--- src/rtl/bsplit_pkg.sv ---
// Package: shared types of the burst splitting transfer controller.
// Assumes: imported by the control module only.
package bsplit_pkg;

    // Control phase of one request.
    typedef enum logic [1:0] {
        ST_IDLE   = 2'd0,   // waiting for a request
        ST_MOVE   = 2'd1,   // issuing burst commands
        ST_FINISH = 2'd2    // signalling completion
    } bs_state_e;

endpackage

--- src/rtl/bsplit_len_calc.sv ---
// Module: bsplit_len_calc
// Computes the length of the next burst as the minimum of the remaining
// byte count, the selected cap, and the distance to the next page boundary
// from both the source and the destination offsets.
// Assumes: LEN_W <= PG_W + 1, WIDE_BYTES fits in LEN_W bits.
module bsplit_len_calc #(
    parameter int CNT_W        = 32,
    parameter int LEN_W        = 8,
    parameter int PG_W         = 12,
    parameter int NARROW_BYTES = 64,
    parameter int WIDE_BYTES   = 128
) (
    input  logic [PG_W-1:0]  src_off,
    input  logic [PG_W-1:0]  dst_off,
    input  logic [CNT_W-1:0] remain,
    input  logic             wide,
    output logic [LEN_W-1:0] len
);

    localparam logic [PG_W:0]  PAGE_SIZE = {1'b1, {PG_W{1'b0}}};
    localparam logic [LEN_W-1:0] CAP_N   = LEN_W'(NARROW_BYTES);
    localparam logic [LEN_W-1:0] CAP_W   = LEN_W'(WIDE_BYTES);

    logic [PG_W-1:0] offs [2];
    logic [PG_W:0]   gap  [2];
    logic [LEN_W-1:0] cap;
    logic [LEN_W-1:0] rem_cap;
    logic [PG_W:0]    pick;

    assign offs[0] = src_off;
    assign offs[1] = dst_off;

    // Distance to the page boundary, one instance per address side.
    for (genvar g = 0; g < 2; g++) begin : g_gap
        assign gap[g] = PAGE_SIZE - {1'b0, offs[g]};
    end

    // Choose the cap and clip it to the remaining count.
    always_comb begin
        cap = wide ? CAP_W : CAP_N;
        if (remain < CNT_W'(cap)) begin
            rem_cap = remain[LEN_W-1:0];
        end else begin
            rem_cap = cap;
        end
    end

    // Clip further to both page distances.
    always_comb begin
        pick = (PG_W+1)'(rem_cap);
        if (gap[0] < pick) pick = gap[0];
        if (gap[1] < pick) pick = gap[1];
        len = pick[LEN_W-1:0];
    end

endmodule

--- src/rtl/bsplit_addr_track.sv ---
// Module: bsplit_addr_track
// Holds the running source, destination, remaining count and captured cap
// select of the active request. Loads on acceptance, steps on each accepted
// burst command.
// Assumes: load and step never assert together; step_len <= remaining.
module bsplit_addr_track #(
    parameter int ADDR_W = 32,
    parameter int CNT_W  = 32,
    parameter int LEN_W  = 8
) (
    input  logic              clk,
    input  logic              rst_n,
    input  logic              load,
    input  logic [ADDR_W-1:0] ld_src,
    input  logic [ADDR_W-1:0] ld_dst,
    input  logic [CNT_W-1:0]  ld_rem,
    input  logic              ld_wide,
    input  logic              step,
    input  logic [LEN_W-1:0]  step_len,
    output logic [ADDR_W-1:0] cur_src,
    output logic [ADDR_W-1:0] cur_dst,
    output logic [CNT_W-1:0]  cur_rem,
    output logic              cur_wide,
    output logic              last_burst
);

    // Register the running transfer state.
    always_ff @(posedge clk) begin
        if (!rst_n) begin
            cur_src  <= '0;
            cur_dst  <= '0;
            cur_rem  <= '0;
            cur_wide <= 1'b0;
        end else if (load) begin
            cur_src  <= ld_src;
            cur_dst  <= ld_dst;
            cur_rem  <= ld_rem;
            cur_wide <= ld_wide;
        end else if (step) begin
            cur_src  <= cur_src + ADDR_W'(step_len);
            cur_dst  <= cur_dst + ADDR_W'(step_len);
            cur_rem  <= cur_rem - CNT_W'(step_len);
        end
    end

    // Flag that the burst on offer drains the request.
    assign last_burst = (cur_rem == CNT_W'(step_len));

    AST_STEP_BOUND: assert property (@(posedge clk) disable iff (!rst_n)
        step |-> (step_len != '0) && (CNT_W'(step_len) <= cur_rem));
    AST_WIDE_HELD: assert property (@(posedge clk) disable iff (!rst_n)
        !load |=> $stable(cur_wide));

endmodule

--- src/rtl/bsplit_fsm.sv ---
// Module: bsplit_fsm
// Sequences one request: idle/accept, burst issue, completion pulse.
// Assumes: last_burst is valid whenever cmd_valid is high.
module bsplit_fsm
    import bsplit_pkg::*;
(
    input  logic clk,
    input  logic rst_n,
    input  logic req_valid,
    input  logic req_zero,
    input  logic cmd_ready,
    input  logic last_burst,
    output logic req_ready,
    output logic cmd_valid,
    output logic done,
    output logic load,
    output logic step
);

    bs_state_e state_q, state_d;

    // Next-state and output decode.
    always_comb begin
        state_d   = state_q;
        req_ready = 1'b0;
        cmd_valid = 1'b0;
        done      = 1'b0;
        load      = 1'b0;
        step      = 1'b0;
        case (state_q)
            ST_IDLE: begin
                req_ready = 1'b1;
                if (req_valid) begin
                    load    = 1'b1;
                    state_d = req_zero ? ST_FINISH : ST_MOVE;
                end
            end
            ST_MOVE: begin
                cmd_valid = 1'b1;
                step      = cmd_ready;
                if (cmd_ready && last_burst) state_d = ST_FINISH;
            end
            ST_FINISH: begin
                done    = 1'b1;
                state_d = ST_IDLE;
            end
            default: state_d = ST_IDLE;
        endcase
    end

    // State register.
    always_ff @(posedge clk) begin
        if (!rst_n) state_q <= ST_IDLE;
        else        state_q <= state_d;
    end

    AST_DONE_SINGLE: assert property (@(posedge clk) disable iff (!rst_n)
        done |=> !done);
    AST_BUSY_BLOCKS: assert property (@(posedge clk) disable iff (!rst_n)
        (req_valid && req_ready) |=> !req_ready);
    AST_HOLD_VALID: assert property (@(posedge clk) disable iff (!rst_n)
        (cmd_valid && !cmd_ready) |=> cmd_valid);
    AST_ZERO_FINISH: assert property (@(posedge clk) disable iff (!rst_n)
        (req_valid && req_ready && req_zero) |=> (done && !cmd_valid));
    AST_DONE_REOPEN: assert property (@(posedge clk) disable iff (!rst_n)
        done |=> req_ready);

endmodule

--- src/rtl/bsplit_top.sv ---
// Module: bsplit_top
// Burst splitting transfer controller: accepts one copy request and issues
// burst commands capped at 64 or 128 bytes that never cross a page boundary
// on either side, then pulses done once.
// Assumes: PAGE_BYTES is a power of two and at least WIDE_BYTES.
module bsplit_top #(
    parameter int ADDR_W       = 32,
    parameter int CNT_W        = 32,
    parameter int NARROW_BYTES = 64,
    parameter int WIDE_BYTES   = 128,
    parameter int PAGE_BYTES   = 4096,
    localparam int LEN_W       = $clog2(WIDE_BYTES) + 1,
    localparam int PG_W        = $clog2(PAGE_BYTES)
) (
    input  logic              clk,
    input  logic              rst_n,
    input  logic              req_valid,
    output logic              req_ready,
    input  logic [ADDR_W-1:0] req_src,
    input  logic [ADDR_W-1:0] req_dst,
    input  logic [CNT_W-1:0]  req_bytes,
    input  logic              req_wide,
    output logic              cmd_valid,
    input  logic              cmd_ready,
    output logic [ADDR_W-1:0] cmd_src,
    output logic [ADDR_W-1:0] cmd_dst,
    output logic [LEN_W-1:0]  cmd_len,
    output logic              done
);

    logic             load, step, last_burst, cur_wide, req_zero;
    logic [CNT_W-1:0] cur_rem;

    // Detect an empty request.
    assign req_zero = (req_bytes == '0);

    bsplit_fsm u_fsm (
        .clk        (clk),
        .rst_n      (rst_n),
        .req_valid  (req_valid),
        .req_zero   (req_zero),
        .cmd_ready  (cmd_ready),
        .last_burst (last_burst),
        .req_ready  (req_ready),
        .cmd_valid  (cmd_valid),
        .done       (done),
        .load       (load),
        .step       (step)
    );

    bsplit_addr_track #(
        .ADDR_W (ADDR_W),
        .CNT_W  (CNT_W),
        .LEN_W  (LEN_W)
    ) u_track (
        .clk        (clk),
        .rst_n      (rst_n),
        .load       (load),
        .ld_src     (req_src),
        .ld_dst     (req_dst),
        .ld_rem     (req_bytes),
        .ld_wide    (req_wide),
        .step       (step),
        .step_len   (cmd_len),
        .cur_src    (cmd_src),
        .cur_dst    (cmd_dst),
        .cur_rem    (cur_rem),
        .cur_wide   (cur_wide),
        .last_burst (last_burst)
    );

    bsplit_len_calc #(
        .CNT_W        (CNT_W),
        .LEN_W        (LEN_W),
        .PG_W         (PG_W),
        .NARROW_BYTES (NARROW_BYTES),
        .WIDE_BYTES   (WIDE_BYTES)
    ) u_len (
        .src_off (cmd_src[PG_W-1:0]),
        .dst_off (cmd_dst[PG_W-1:0]),
        .remain  (cur_rem),
        .wide    (cur_wide),
        .len     (cmd_len)
    );

    AST_LEN_CAP: assert property (@(posedge clk) disable iff (!rst_n)
        cmd_valid |-> (cmd_len != '0) &&
        (cmd_len <= (cur_wide ? LEN_W'(WIDE_BYTES) : LEN_W'(NARROW_BYTES))));
    AST_SRC_PAGE: assert property (@(posedge clk) disable iff (!rst_n)
        cmd_valid |-> (({2'b0, cmd_src[PG_W-1:0]} + (PG_W+2)'(cmd_len))
                       <= (PG_W+2)'(PAGE_BYTES)));
    AST_DST_PAGE: assert property (@(posedge clk) disable iff (!rst_n)
        cmd_valid |-> (({2'b0, cmd_dst[PG_W-1:0]} + (PG_W+2)'(cmd_len))
                       <= (PG_W+2)'(PAGE_BYTES)));
    AST_CMD_STABLE: assert property (@(posedge clk) disable iff (!rst_n)
        (cmd_valid && !cmd_ready) |=>
        ($stable(cmd_src) && $stable(cmd_dst) && $stable(cmd_len)));
    AST_ADDR_STEP: assert property (@(posedge clk) disable iff (!rst_n)
        (cmd_valid && cmd_ready) |=>
        (!cmd_valid || (cmd_src == $past(cmd_src) + ADDR_W'($past(cmd_len)))));
    AST_NO_CMD_IDLE: assert property (@(posedge clk) disable iff (!rst_n)
        req_ready |-> !cmd_valid);

endmodule

--- config.mk ---
export PLATFORM = sky130hd
export DESIGN_NAME = bsplit_top
export DESIGN_NICKNAME = d
export VERILOG_FILES = /design/src/rtl/bsplit_pkg.sv /design/src/rtl/bsplit_len_calc.sv /design/src/rtl/bsplit_addr_track.sv /design/src/rtl/bsplit_fsm.sv /design/src/rtl/bsplit_top.sv
export SDC_FILE = /design/constraint.sdc
export NUM_CORES = 1
export LEC_CHECK = 0
export BUFFER_PORTS_ARGS = -buffer_cell sky130_fd_sc_hd__buf_2
export CAP_MARGIN = 10
export CORE_ASPECT_RATIO = 0.6
export CORE_MARGIN = 5
export CORE_UTILIZATION = 56
export DETAILED_ROUTE_END_ITERATION = 10
export PLACE_DENSITY = 0.9
export REMOVE_ABC_BUFFERS = 1
export SLEW_MARGIN = 20
export SYNTH_ARGS = -nofsm -noshare
export SYNTH_HDL_FRONTEND = slang
export SYNTH_SLANG_ARGS = --single-unit
--- constraint.sdc ---
create_clock -name clk -period 8.67 [get_ports clk]
set_clock_uncertainty 0.15 [all_clocks]
set_input_delay 0.867 -clock clk [delete_from_list [all_inputs] [get_ports clk]]
set_output_delay 0.867 -clock clk [all_outputs]
set_load 0.005 [all_outputs]
==> summary.md <==
| Metric | Value |
|---|---|
| Placer Congestion | `0.970` |
| Top fanout value on the critical path | `13` |
| Flops & latches, synth | `99` |
| Core area | `~14,000 um^2` |
| HPWL after DPL | `roughly 19,000 um` |
| Slowest-stage cell, CP | `or4_1` |
| CP Data Required Time | `between 8 and 9 ns` |
| Maximum VDD drop | `0.120 mV` |
| Clock Latency Late Sink | `~0.35 ns` |
| DIE AREA | `between 15,000 and 20,000 um^2` |
| Initial cell density of the core | `57.5%` |
| Layout cells sized above 1 | `a little over a fifth` |
| Pre-CTS WS | `around 0.066 ns` |
| Yosys top cell area share | `between 20% and 30%` |
| Async SR Flop Fraction | `0%` |
| Post-synth cell types | `slightly above 80` |
| Commonest non-fill, non-tap cell in the layout | `buf_2` |
| N_diodes | `0` |
| Seq/Total Area, Yosys | `25.1%` |
| Most frequent cells in the layout | `175 x buf_2, 130 x nand2_1, 98 x dfxtp_1` |
| Total number of vias | `8,962` |
| CTS max path bufs | `2` |
| I/O pins | `176` |
| Lkg Pwr | `3.92 nW` |
| Setup crit end kind | `flip-flop` |
| Slew @ Worst Pin | `between 0.8 and 0.9 ns` |
| Final Cycle Share | `a little over nine tenths` |
| Drt pass-1 iters | `8` |
| Tmin final | `8.15 ns` |
| DR WL/cell | `approximately 19 um` |
| Total gr overflow | `0` |
| Final wirelength | `about 26,000 um` |
| Initial antenna violation count | `1` |
| Die height | `102 um` |
| Mapped Area | `7890 um^2` |
| Flop2flop setup slack | `between 0.5 and 0.6 ns` |
| Global-route wire length before repair | `~40,000 um` |
| Synth top area cells | `dfxtp_1 25%, nand2_1 6.2%, ha_1 6.2%, a21oi_1 5.5%, a22oi_1 3.0%` |
| Setup violators final | `0` |
| Post-CTS Hold Buffers | `0` |
| CTS buffer count | `9` |
| Final hold vios | `0` |
| Largest net degree at the start of global routing | `75` |
| Post-synth top flop | `dfxtp_1` |
| Startpoint Class | `flip-flop` |
| Fin Setup TNS | `0 ns` |
| Average size of a mapped cell | `approximately 7.6 um^2` |
| Setup ws final | `around 0.52 ns` |
| Power density over the cells | `~240 nW/um^2` |
| CP max stage delay | `approximately 0.49 ns` |
| Relative slew margins | `45.3%` |
| Final net count | `approximately 1,300` |
| Total of max-cap violations | `0` |
| Root Driver | `clkbuf_16` |
| # clock sinks | `99` |
| Row Count | `33` |
| DR vias/cell | `6.46` |
| Hold crit path type | `reg2reg` |
| Area growth from synthesis to layout | `18.1%` |
| First DRT Iteration DRCs | `1,106` |
| CTS tree | `yes` |
| Yosys Warn Count | `0` |
| Crit Path Class | `reg2reg` |
| GRT Total Usage | `roughly 30%` |
| Vias in the first global route | `approximately 8,300` |
| Post-Synthesis Cells | `~1,000` |
| Fin Hold WS | `about 0.35 ns` |
| Clock Pin Slew Worst Setup and Hold Paths | `roughly 0.08 ns` |
| RSZ-0062 raised after global routing | `false` |
| Top cell type by total area after synthesis | `dfxtp_1` |
| Buffers on Ports | `~180` |
| DIE WIDTH | `between 150 and 200 um` |
| Fmax | `about 120 MHz` |
| Status | `complete, no violations` |
| Max-slew violations | `0` |
| CTS H-tree lvls | `3` |
| Crit path arrival time | `8.26 ns` |
| Drc violations | `0` |
| Post-synth EDFFs | `0` |
| Post-route ant nets | `0` |
[final cells by class]
type	instances	area, um^2
flip-flops and latches	99	1980
clock inverters	5	67.6
inverters	40	150
clock buffers	11	253
multi-input cells	840	5560
repair buffers	200	1060
well taps	192	240
fillers	1159	4400
[sequential cells by signal, summed over array words and instances, names as in the netlist]
signal            flops
u_track.cur_src      32
u_track.cur_dst      32
u_track.cur_wide      1
u_fsm.state_q         2
u_track.cur_rem      32
[metal layers]
layer  wire length [um]  vias to the layer above  global-route usage (%)
met5                 17                        -                       0
met4                417                        2                    7.22
met3               3170                       44                    6.97
met2              10800                      555                    44.8
met1              11400                     4121                    43.7
li1                   -                     4240                       -
[final timing paths]
path                       start             endpoint  cells after the start
max          u_track.cur_rem[21]  u_track.cur_rem[29]                     36
min             u_track.cur_wide     u_track.cur_wide                      2
max reg2reg  u_track.cur_rem[21]  u_track.cur_rem[29]                     36
min reg2reg     u_track.cur_wide     u_track.cur_wide                      2
[kinds of logic (layout without fill, tap and decap cells)]
kind of cell	count (synthesis)	in the layout	share of synthesized area, %
buffers and inverters	107	256	5.49
multiplexers	16	16	2.17
other	1	5	0.0475
AO/OA/AOI/OAI	349	349	30.1
adder cells (fa/ha/maj)	43	43	7.07
AND/OR/NAND/NOR	393	393	26.2
XOR/XNOR	34	34	3.78
flip-flops	99	99	25.1
[through the flow]
stage	total power, mW	utilization (%)	instance area, um^2	cells
2_1_floorplan	1.38	-	7620	979
3_3_place_gp	1.71	65.0	8910	1367
3_5_place_dp	1.75	65.0	8910	1367
4_1_cts	2.19	67.3	9230	1383
5_1_grt	2.38	67.9	9310	1387
6_report	2.24	67.9	9310	1387
[synth_stat cells (all sizes together) (5+ instances only)]
cell type and n:
o31ai 5, a21oi 88, a22o 5, and2 9
xnor2 23, a222oi 5, o311ai 7, nand3b 5
o21a 11, a221oi 9, nand4b 8, nor2b 6
o31a 9, nor2 63, or4 8, and3 34
mux2i 10, nor3 25, inv 39, a22oi 31
o22ai 6, dfxtp 99, nand2 131, clkbuf 55
buf 12, o2111ai 5, a21o 25, o211ai 28
ha 39, nand4 18, mux2 6, nand3 26
nor4 26, o21ai 41, a211oi 5, xor2 11
or3 15, a31oi 33
[power by group]
part | internal (mW) | leakage [nW] | switching, mW
combinational | 0.490 | 2.95 | 0.732
clock | 0.245 | 0.159 | 0.194
sequential | 0.502 | 0.814 | 0.0760
[worst max-delay path, delay by kind of cell (launching register included)]
kind / cells / cell delay [ns]
compound gates: 13 / 2.24
fa+ha+maj: 3 / 0.97
buf+inv: 4 / 0.64
flops: 1 / 0.35
simple gates: 16 / 3.72
[what timing repair did]
action                     in CTS  in global routing
pin swaps                       0                  3
buffers inserted                0                  4
setup endpoints to repair       1                 59
gates resized for setup         1                 15
cloned                          0                  0
(Power assumes the default switching activity.)
